==> src/rtl/rfc_pkg.sv <==
package rfc_pkg;
  localparam int CTL_W     = 6;
  localparam int CB_PERIOD = 5;
  localparam int CB_TSEL   = 4;
  localparam int CB_EN     = 3;
  localparam int CB_RH     = 2;
  localparam int CB_RT     = 1;
  localparam int CB_RR     = 0;

  typedef enum logic [1:0] {
    PM_IDLE = 2'd0,
    PM_ARM  = 2'd1,
    PM_RUN  = 2'd2
  } prd_state_t;
endpackage

==> src/rtl/rfc_edge_sync.sv <==
module rfc_edge_sync #(
  parameter int STAGES = 2
) (
  input  logic clk,
  input  logic rst_n,
  input  logic async_in,
  output logic rise
);
  logic [STAGES-1:0] sync_q;
  logic              prev_q;

  generate
    for (genvar i = 0; i < STAGES; i++) begin : g_stage
      if (i == 0) begin : g_first
        always_ff @(posedge clk or negedge rst_n) begin
          if (!rst_n) sync_q[0] <= 1'b0;
          else        sync_q[0] <= async_in;
        end
      end else begin : g_next
        always_ff @(posedge clk or negedge rst_n) begin
          if (!rst_n) sync_q[i] <= 1'b0;
          else        sync_q[i] <= sync_q[i-1];
        end
      end
    end
  endgenerate

  always_ff @(posedge clk or negedge rst_n) begin
    if (!rst_n) prev_q <= 1'b0;
    else        prev_q <= sync_q[STAGES-1];
  end

  assign rise = sync_q[STAGES-1] & ~prev_q;
endmodule

==> src/rtl/rfc_sat_counter.sv <==
module rfc_sat_counter #(
  parameter int W = 16
) (
  input  logic         clk,
  input  logic         rst_n,
  input  logic         clr,
  input  logic         inc,
  output logic [W-1:0] cnt,
  output logic         ovf
);
  localparam logic [W-1:0] FULL = {W{1'b1}};

  logic [W-1:0] cnt_q, cnt_d;
  logic         ovf_q, ovf_d;
  logic         upd;

  always_comb begin
    cnt_d = cnt_q;
    ovf_d = ovf_q;
    upd   = clr | inc;
    if (clr) begin
      cnt_d = '0;
      ovf_d = 1'b0;
    end else if (inc) begin
      if (cnt_q == FULL) ovf_d = 1'b1;
      else               cnt_d = cnt_q + 1'b1;
    end
  end

  always_ff @(posedge clk or negedge rst_n) begin
    if (!rst_n) begin
      cnt_q <= '0;
      ovf_q <= 1'b0;
    end else if (upd) begin
      cnt_q <= cnt_d;
      ovf_q <= ovf_d;
    end
  end

  assign cnt = cnt_q;
  assign ovf = ovf_q;
endmodule

==> src/rtl/rfc_drive_sel.sv <==
module rfc_drive_sel (
  input  logic [2:0] req,
  output logic       rr,
  output logic       rt,
  output logic       rh
);
  always_comb begin
    rr = 1'b0;
    rt = 1'b0;
    rh = 1'b0;
    if (req[0])      rr = 1'b1;
    else if (req[1]) rt = 1'b1;
    else if (req[2]) rh = 1'b1;
  end
endmodule

==> src/rtl/rfc_meter.sv <==
module rfc_meter #(
  parameter int CNT_W  = 16,
  parameter int NIB_W  = 4,
  parameter int SYNC_N = 2,
  localparam int NUM_NIB = CNT_W / NIB_W,
  localparam int SEL_W   = (NUM_NIB > 1) ? $clog2(NUM_NIB) : 1
) (
  input  logic                     clk,
  input  logic                     rst_n,
  input  logic                     osc_in,
  input  logic                     ref_tick,
  input  logic                     tmr_gate,
  input  logic                     ctrl_wr,
  input  logic [rfc_pkg::CTL_W-1:0] ctrl_din,
  input  logic [SEL_W-1:0]         rd_sel,
  output logic [NIB_W-1:0]         rd_nib,
  output logic                     ovf_flag,
  output logic                     done_irq,
  output logic                     drv_rr,
  output logic                     drv_rt,
  output logic                     drv_rh
);
  import rfc_pkg::*;

  logic [CTL_W-1:0] ctrl_q, ctrl_d;
  prd_state_t       st_q, st_d;
  logic             gate_q, gate_eff, gate_fall;
  logic             done_q, done_d;
  logic             osc_rise, clr, inc, close_prd;
  logic [CNT_W-1:0] cnt;

  rfc_edge_sync #(.STAGES(SYNC_N)) u_sync (
    .clk(clk), .rst_n(rst_n), .async_in(osc_in), .rise(osc_rise)
  );

  rfc_sat_counter #(.W(CNT_W)) u_cnt (
    .clk(clk), .rst_n(rst_n), .clr(clr), .inc(inc), .cnt(cnt), .ovf(ovf_flag)
  );

  rfc_drive_sel u_drv (
    .req({ctrl_q[CB_RH], ctrl_q[CB_RT], ctrl_q[CB_RR]}),
    .rr(drv_rr), .rt(drv_rt), .rh(drv_rh)
  );

  // control register and gate / period sequencing
  always_comb begin
    ctrl_d    = ctrl_wr ? ctrl_din : ctrl_q;
    clr       = ctrl_wr & ctrl_din[CB_EN];
    gate_eff  = ctrl_q[CB_EN] & ~ctrl_q[CB_PERIOD] &
                (ctrl_q[CB_TSEL] ? tmr_gate : 1'b1);
    gate_fall = gate_q & ~gate_eff;
    close_prd = 1'b0;
    st_d      = st_q;
    if (clr) begin
      st_d = ctrl_din[CB_PERIOD] ? PM_ARM : PM_IDLE;
    end else if (ctrl_wr || !ctrl_q[CB_EN] || !ctrl_q[CB_PERIOD]) begin
      st_d = PM_IDLE;
    end else begin
      unique case (st_q)
        PM_ARM:  if (osc_rise) st_d = PM_RUN;
        PM_RUN:  if (osc_rise) begin
                   st_d      = PM_IDLE;
                   close_prd = 1'b1;
                 end
        default: st_d = PM_IDLE;
      endcase
    end
    inc    = (gate_eff & osc_rise) | ((st_q == PM_RUN) & ref_tick);
    done_d = gate_fall | close_prd;
  end

  always_ff @(posedge clk or negedge rst_n) begin
    if (!rst_n) begin
      ctrl_q <= '0;
      st_q   <= PM_IDLE;
      gate_q <= 1'b0;
      done_q <= 1'b0;
    end else begin
      if (ctrl_wr) ctrl_q <= ctrl_d;
      st_q   <= st_d;
      gate_q <= gate_eff;
      done_q <= done_d;
    end
  end

  assign done_irq = done_q;
  assign rd_nib   = cnt[rd_sel*NIB_W +: NIB_W];
endmodule

==> config.mk <==
export PLATFORM = sky130hd
export DESIGN_NAME = rfc_meter
export DESIGN_NICKNAME = d
export VERILOG_FILES = /design/src/rtl/rfc_pkg.sv /design/src/rtl/rfc_edge_sync.sv /design/src/rtl/rfc_sat_counter.sv /design/src/rtl/rfc_drive_sel.sv /design/src/rtl/rfc_meter.sv
export SDC_FILE = /design/constraint.sdc
export NUM_CORES = 1
export LEC_CHECK = 0
export BUFFER_PORTS_ARGS = -buffer_cell sky130_fd_sc_hd__buf_2
export CAP_MARGIN = 10
export CORE_UTILIZATION = 44
export DETAILED_ROUTE_END_ITERATION = 8
export GPL_TIMING_DRIVEN = 0
export SKIP_CTS_REPAIR_TIMING = 1
export SLEW_MARGIN = 25
export SYNTH_ARGS = -nofsm -noshare
export SYNTH_HDL_FRONTEND = slang
export SYNTH_SLANG_ARGS = --single-unit
==> constraint.sdc <==
create_clock -name clk -period 2.3 [get_ports clk]
set_clock_uncertainty 0.2 [all_clocks]
set_input_delay 0.115 -clock clk [delete_from_list [all_inputs] [get_ports clk]]
set_output_delay 0.115 -clock clk [all_outputs]
set_load 0.02 [all_outputs]
==> results.txt, run 1 <==
Tightest Pin Transition: 0.757 ns
final count of hold timing violations: 1
Die Wd: 62.4 um
Die Area: 3890 um2
LEAKAGE: 0.000813 uW
clock-pin slew on the worst setup and hold paths: 0.09 ns
register bit total from synthesis: 30
Worst setup SP type: register
Final Setup Violations: 0
nets@finish: 205
Synth Flop Type: dfrtp_1
critical-path maximum fanout: 10
worst flop-to-flop path startpoint: u_cnt.cnt[12]
die height: 62.4 um
FP Rows: 21
Clk Latency, worst-skew pair: 0.34 ns
area leader, netlist: dfrtp_1
port buffer count: 21
global-route usage over all layers: 0.222
syn_nets: 169
relative max-transition margin: 0.492
outcome: finished with violations
Sink Count: 30
Crit Path Class: register to register
First DRT Iteration DRCs: 115
diodes inserted: 0
initial antenna violation count: 0
sequential area share after synthesis: 0.468
vias: 1428
Pwr Total: 957 uW
top cells by area, synth: dfrtp_1 47%, mux4_2 4.2%, a21oi_1 3.7%, mux2_2 3.5%, or4_1 3.3%
worst hold path type: input pin to register
max cap viols: 0
worst r2r dst: u_cnt.cnt[9]
routed length per instance: 17.3 um
TritonCTS buffer count: 5
IO Count: 23
total gr overflow: 0
Hold WS: -0.00545 ns
final worst path period need: 2.18 ns
Mapped Area: 1610 um2
Post-synth EDFFs: 0
Slew Limit Fails: 0
FF-to-FF path depth: 5
WHS Endpoint: gate_q
Clock power frac: 0.305
worst path required time: 2.33 ns
H-tree depth: 2
crit end category: register
reg2reg setup slack: 0.12 ns
Max Freq: 460 MHz
failing checks: negative hold slack
drt via density: 6.05
Root Driver: clkbuf_4
clock tree from TritonCTS: built
DP HPWL: 2.76 mm
TritonRoute pass-1 iters: 4
Routability Congestion: 0.835
DR DRC count: 0
hold path startpoint: tmr_gate
Synth cell types: 40
final instance area: 1940 um2
vias in the first global route: 1406
Longest Clk Path Bufs: 2
remaining antenna violation count: 0
synth warn: 0
period utilization: 0.946
synthesis-to-finish area growth: 20.8%
wire length of the first global-routing pass: 6.65 mm
Yosys top cell area share: 0.468
Int Power: 709 uW
commonest cells in the netlist: 30 x dfrtp_1, 12 x a21oi_1, 11 x nand2_1
mean post-synth cell area: 10.4 um2
total core area: 3420 um2
placed instance area: 1770 um2
Starting Density: 0.470
CP Data Arrival Time: 2.21 ns
largest net degree at the start of global routing: 31
Syn Inst Count: 154
P_sw: 248 uW
Reg power frac: 0.584
PwrDens: 494 nW/um2
overall routed net length: 4.07 mm
Synth async-reset ratio: 1.00
most frequent cell after synthesis: dfrtp_1
Comb power frac: 0.111
share of cells above drive strength 1: 0.263
Peak VDD IR: 0.314 mV
switch share: 0.259
hold path depth: 3
==> cells by family (layout without fill, tap and decap cells) <==
kind of cell | Yosys count | count (layout) | synth area share
mux | 14 | 14 | 0.125
flops | 30 | 30 | 0.468
simple gates | 65 | 65 | 0.238
buf+inv | 12 | 48 | 0.0335
fa+ha+maj | 1 | 1 | 0.00779
compound gates | 32 | 32 | 0.129
==> per-stage QoR <==
stage / instances / setup TNS (ns) / util / setup WS [ns]
6_report: 236 / 0 / 0.568 / 0.124
5_1_grt: 236 / -0.0792 / 0.568 / -0.0690
4_1_cts: 228 / -1.31 / 0.531 / -0.346
3_5_place_dp: 221 / -1.17 / 0.518 / -0.336
3_3_place_gp: 221 / -0.581 / 0.518 / -0.265
2_1_floorplan: 154 / 0 / - / 0.248
==> critical path, stage by stage, from the launching register on <==
cell      delay [ns]
dfrtp_1         0.50
nand4_1         0.28
nor4_4          0.41
clkbuf_4        0.28
o21ai_1         0.08
a221oi_1        0.32
==> power groups by stage <==
stage | combinational (uW) | sequential, uW | clock, uW
after floorplan | 51.3 | 569 | 0
after global placement | 92.0 | 567 | 0
after detailed placement | 95.7 | 568 | 0
after CTS | 95.9 | 558 | 296
after global routing | 117 | 563 | 320
final | 106 | 559 | 292
==> cell type report <==
type / instances / area, um2
multi-input combinational: 112 / 845
timing repair buffer: 29 / 183
fill: 307 / 1480
clock buffer: 7 / 45.0
buffer: 5 / 30.0
inverter: 7 / 26.3
sequential: 30 / 753
tap: 46 / 57.6
==> cell usage in the layout, fill, tap and decap left out, types with 6 or more instances in the layout <==
cell / Yosys / final
buf_2: 1 / 21
clkbuf_4: 0 / 6
or4_1: 7 / 6
nand2_1: 11 / 11
nand3_1: 8 / 7
nor2_1: 6 / 6
nand4_1: 6 / 6
dfrtp_1: 30 / 28
dlygate4sd3_1: 0 / 7
a21oi_1: 12 / 12
inv_1: 7 / 7
==> sequential cells by signal, indices dropped and copies added, names as in the netlist <==
name / cells
u_cnt.ovf: 1
st_q: 2
done_irq: 1
u_sync.sync_q: 2
ctrl_q: 6
u_sync.prev_q: 1
u_cnt.cnt: 16
gate_q: 1
==> how the worst max path moves through the flow <==
stage	startpoint	to	slack [ns]	cells past startpoint
2_1_floorplan	u_cnt.cnt[0]	u_cnt.cnt[9]	0.25	6
3_3_place_gp	u_cnt.cnt[0]	u_cnt.cnt[9]	-0.26	6
3_5_place_dp	u_cnt.cnt[0]	u_cnt.cnt[9]	-0.34	6
4_1_cts	u_cnt.cnt[1]	u_cnt.cnt[9]	-0.35	6
5_1_grt	u_cnt.cnt[12]	u_cnt.cnt[9]	-0.07	5
6_report	u_cnt.cnt[12]	u_cnt.cnt[9]	0.12	5
==> layer usage <==
| metal | global-route usage | wire [um] |
|---|---|---|
| met1 | 0.292 | 1840 |
| met2 | 0.327 | 1870 |
| met3 | 0.0602 | 261 |
| met4 | 0.134 | 100 |
| met5 | 0 | 0 |
No activity file was read; power rests on OpenSTA's default activity.
==> run 2: changes to the inputs <==
--- a/config.mk
+++ b/config.mk
@@ -7,9 +7,12 @@
 export LEC_CHECK = 0
 export BUFFER_PORTS_ARGS = -buffer_cell sky130_fd_sc_hd__buf_2
 export CAP_MARGIN = 10
+export CELL_PAD_IN_SITES_DETAIL_PLACEMENT = 1
+export CELL_PAD_IN_SITES_GLOBAL_PLACEMENT = 1
 export CORE_UTILIZATION = 44
 export DETAILED_ROUTE_END_ITERATION = 8
-export GPL_TIMING_DRIVEN = 0
+export PLACE_DENSITY_LB_ADDON = 0.1
+export REMOVE_ABC_BUFFERS = 1
 export SKIP_CTS_REPAIR_TIMING = 1
 export SLEW_MARGIN = 25
 export SYNTH_ARGS = -nofsm -noshare
==> results.txt, run 2 (synthesis results as in run 1) <==
IO Count: 23
Tightest Pin Transition: 0.672 ns
global-route usage over all layers: 0.233
P_sw: 273 uW
final instance area: 1970 um2
remaining antenna violation count: 0
overall routed net length: 4.46 mm
port buffer count: 22
max cap viols: 0
Final Setup Violations: 0
worst hold path type: input pin to register
TritonRoute pass-1 iters: 4
total gr overflow: 0
FP Rows: 21
max reg flops: 16
TritonCTS buffer count: 5
final count of hold timing violations: 0
Sink Count: 30
initial antenna violation count: 0
final worst path period need: 2.15 ns
Comb power frac: 0.113
commonest non-fill, non-tap cells in the layout: 30 x dfrtp_1, 22 x buf_2, 12 x a21oi_1
Die Wd: 62.4 um
Reg power frac: 0.546
nets@finish: 212
Clk Latency, worst-skew pair: 0.34 ns
Hold WS: 0.00736 ns
relative max-transition margin: 0.552
CP Data Arrival Time: 2.22 ns
drt via density: 5.98
placed instance area: 1820 um2
DR DRC count: 0
crit end category: register
Starting Density: 0.470
Worst setup SP type: register
PwrDens: 516 nW/um2
largest net degree at the start of global routing: 31
Routability Congestion: 0.855
Die Area: 3890 um2
most common cell after layout, fill and taps aside: dfrtp_1
critical-path maximum fanout: 5
Setup TNS: 0 ns
clock tree from TritonCTS: built
Pwr Total: 1020 uW
Longest Clk Path Bufs: 2
Clock power frac: 0.341
period utilization: 0.934
total core area: 3420 um2
vias in the first global route: 1438
H-tree depth: 2
vias: 1458
worst path required time: 2.37 ns
Peak VDD IR: 0.414 mV
switch share: 0.269
share of cells above drive strength 1: 0.268
Root Driver: clkbuf_4
First DRT Iteration DRCs: 86
routed length per instance: 18.3 um
Slew Limit Fails: 0
Int Power: 745 uW
Max Freq: 465 MHz
synthesis-to-finish area growth: 23.0%
outcome: complete, no violations
DP HPWL: 3.11 mm
wire length of the first global-routing pass: 6.99 mm
LEAKAGE: 0.000849 uW
clock-pin slew on the worst setup and hold paths: 0.11 ns
Crit Path Class: register to register
diodes inserted: 0
RSZ-0062 raised after global routing: false
reg2reg setup slack: 0.15 ns
die height: 62.4 um
run 2: critical path, cell delays in order, from the launching register on:
cell and delay [ns]:
dfrtp_1 0.37, ha_1 0.24, nand4_1 0.19, or4_1 0.64, a41oi_1 0.23, a21boi_0 0.20
run 2: cell type report:
cell class / count / area [um2]
repair buffers: 41 / 275
inverters: 7 / 26.3
clock inverters: 2 / 12.5
multi-input cells: 112 / 801
clock buffers: 6 / 51.3
fillers: 391 / 1440
flip-flops and latches: 30 / 751
well taps: 46 / 57.6
run 2: path summary, 6_finish.rpt:
check / startpoint / endpoint / cells after the start
worst max-delay path: u_cnt.cnt[1] / u_cnt.cnt[15] / 5
worst min-delay path: ctrl_din[3] / ctrl_q[3] / 3
worst max register to register: u_cnt.cnt[1] / u_cnt.cnt[15] / 5
worst min register to register: u_sync.sync_q[0] / u_sync.sync_q[1] / 0
max in group asynchronous: rst_n / u_cnt.cnt[6] / 2
min in group asynchronous: rst_n / u_cnt.cnt[3] / 2
run 2: power groups by stage:
stage                     combinational [uW]  clock [uW]  sequential [uW]
final                                    115         347              556
after floorplan                         47.0           0              569
after CTS                                104         356              556
after global placement                  98.6           0              564
after global routing                     127         370              558
after detailed placement                 103           0              567
run 2: per-stage QoR:
stage | setup WS [ns] | instances | utilization
after floorplan | -0.165 | 149 | -
after global placement | 0.296 | 227 | 0.533
after detailed placement | 0.230 | 227 | 0.533
after CTS | 0.179 | 235 | 0.552
after global routing | 0.0105 | 244 | 0.578
final | 0.151 | 244 | 0.578
run 2: routing by layer:
layer,up-vias,GRT usage,part of all wire
li1,678,-,-
met1,736,0.303,0.45
met2,33,0.382,0.50
met3,11,0.0420,0.033
met4,0,0.0988,0.017
met5,-,0,0
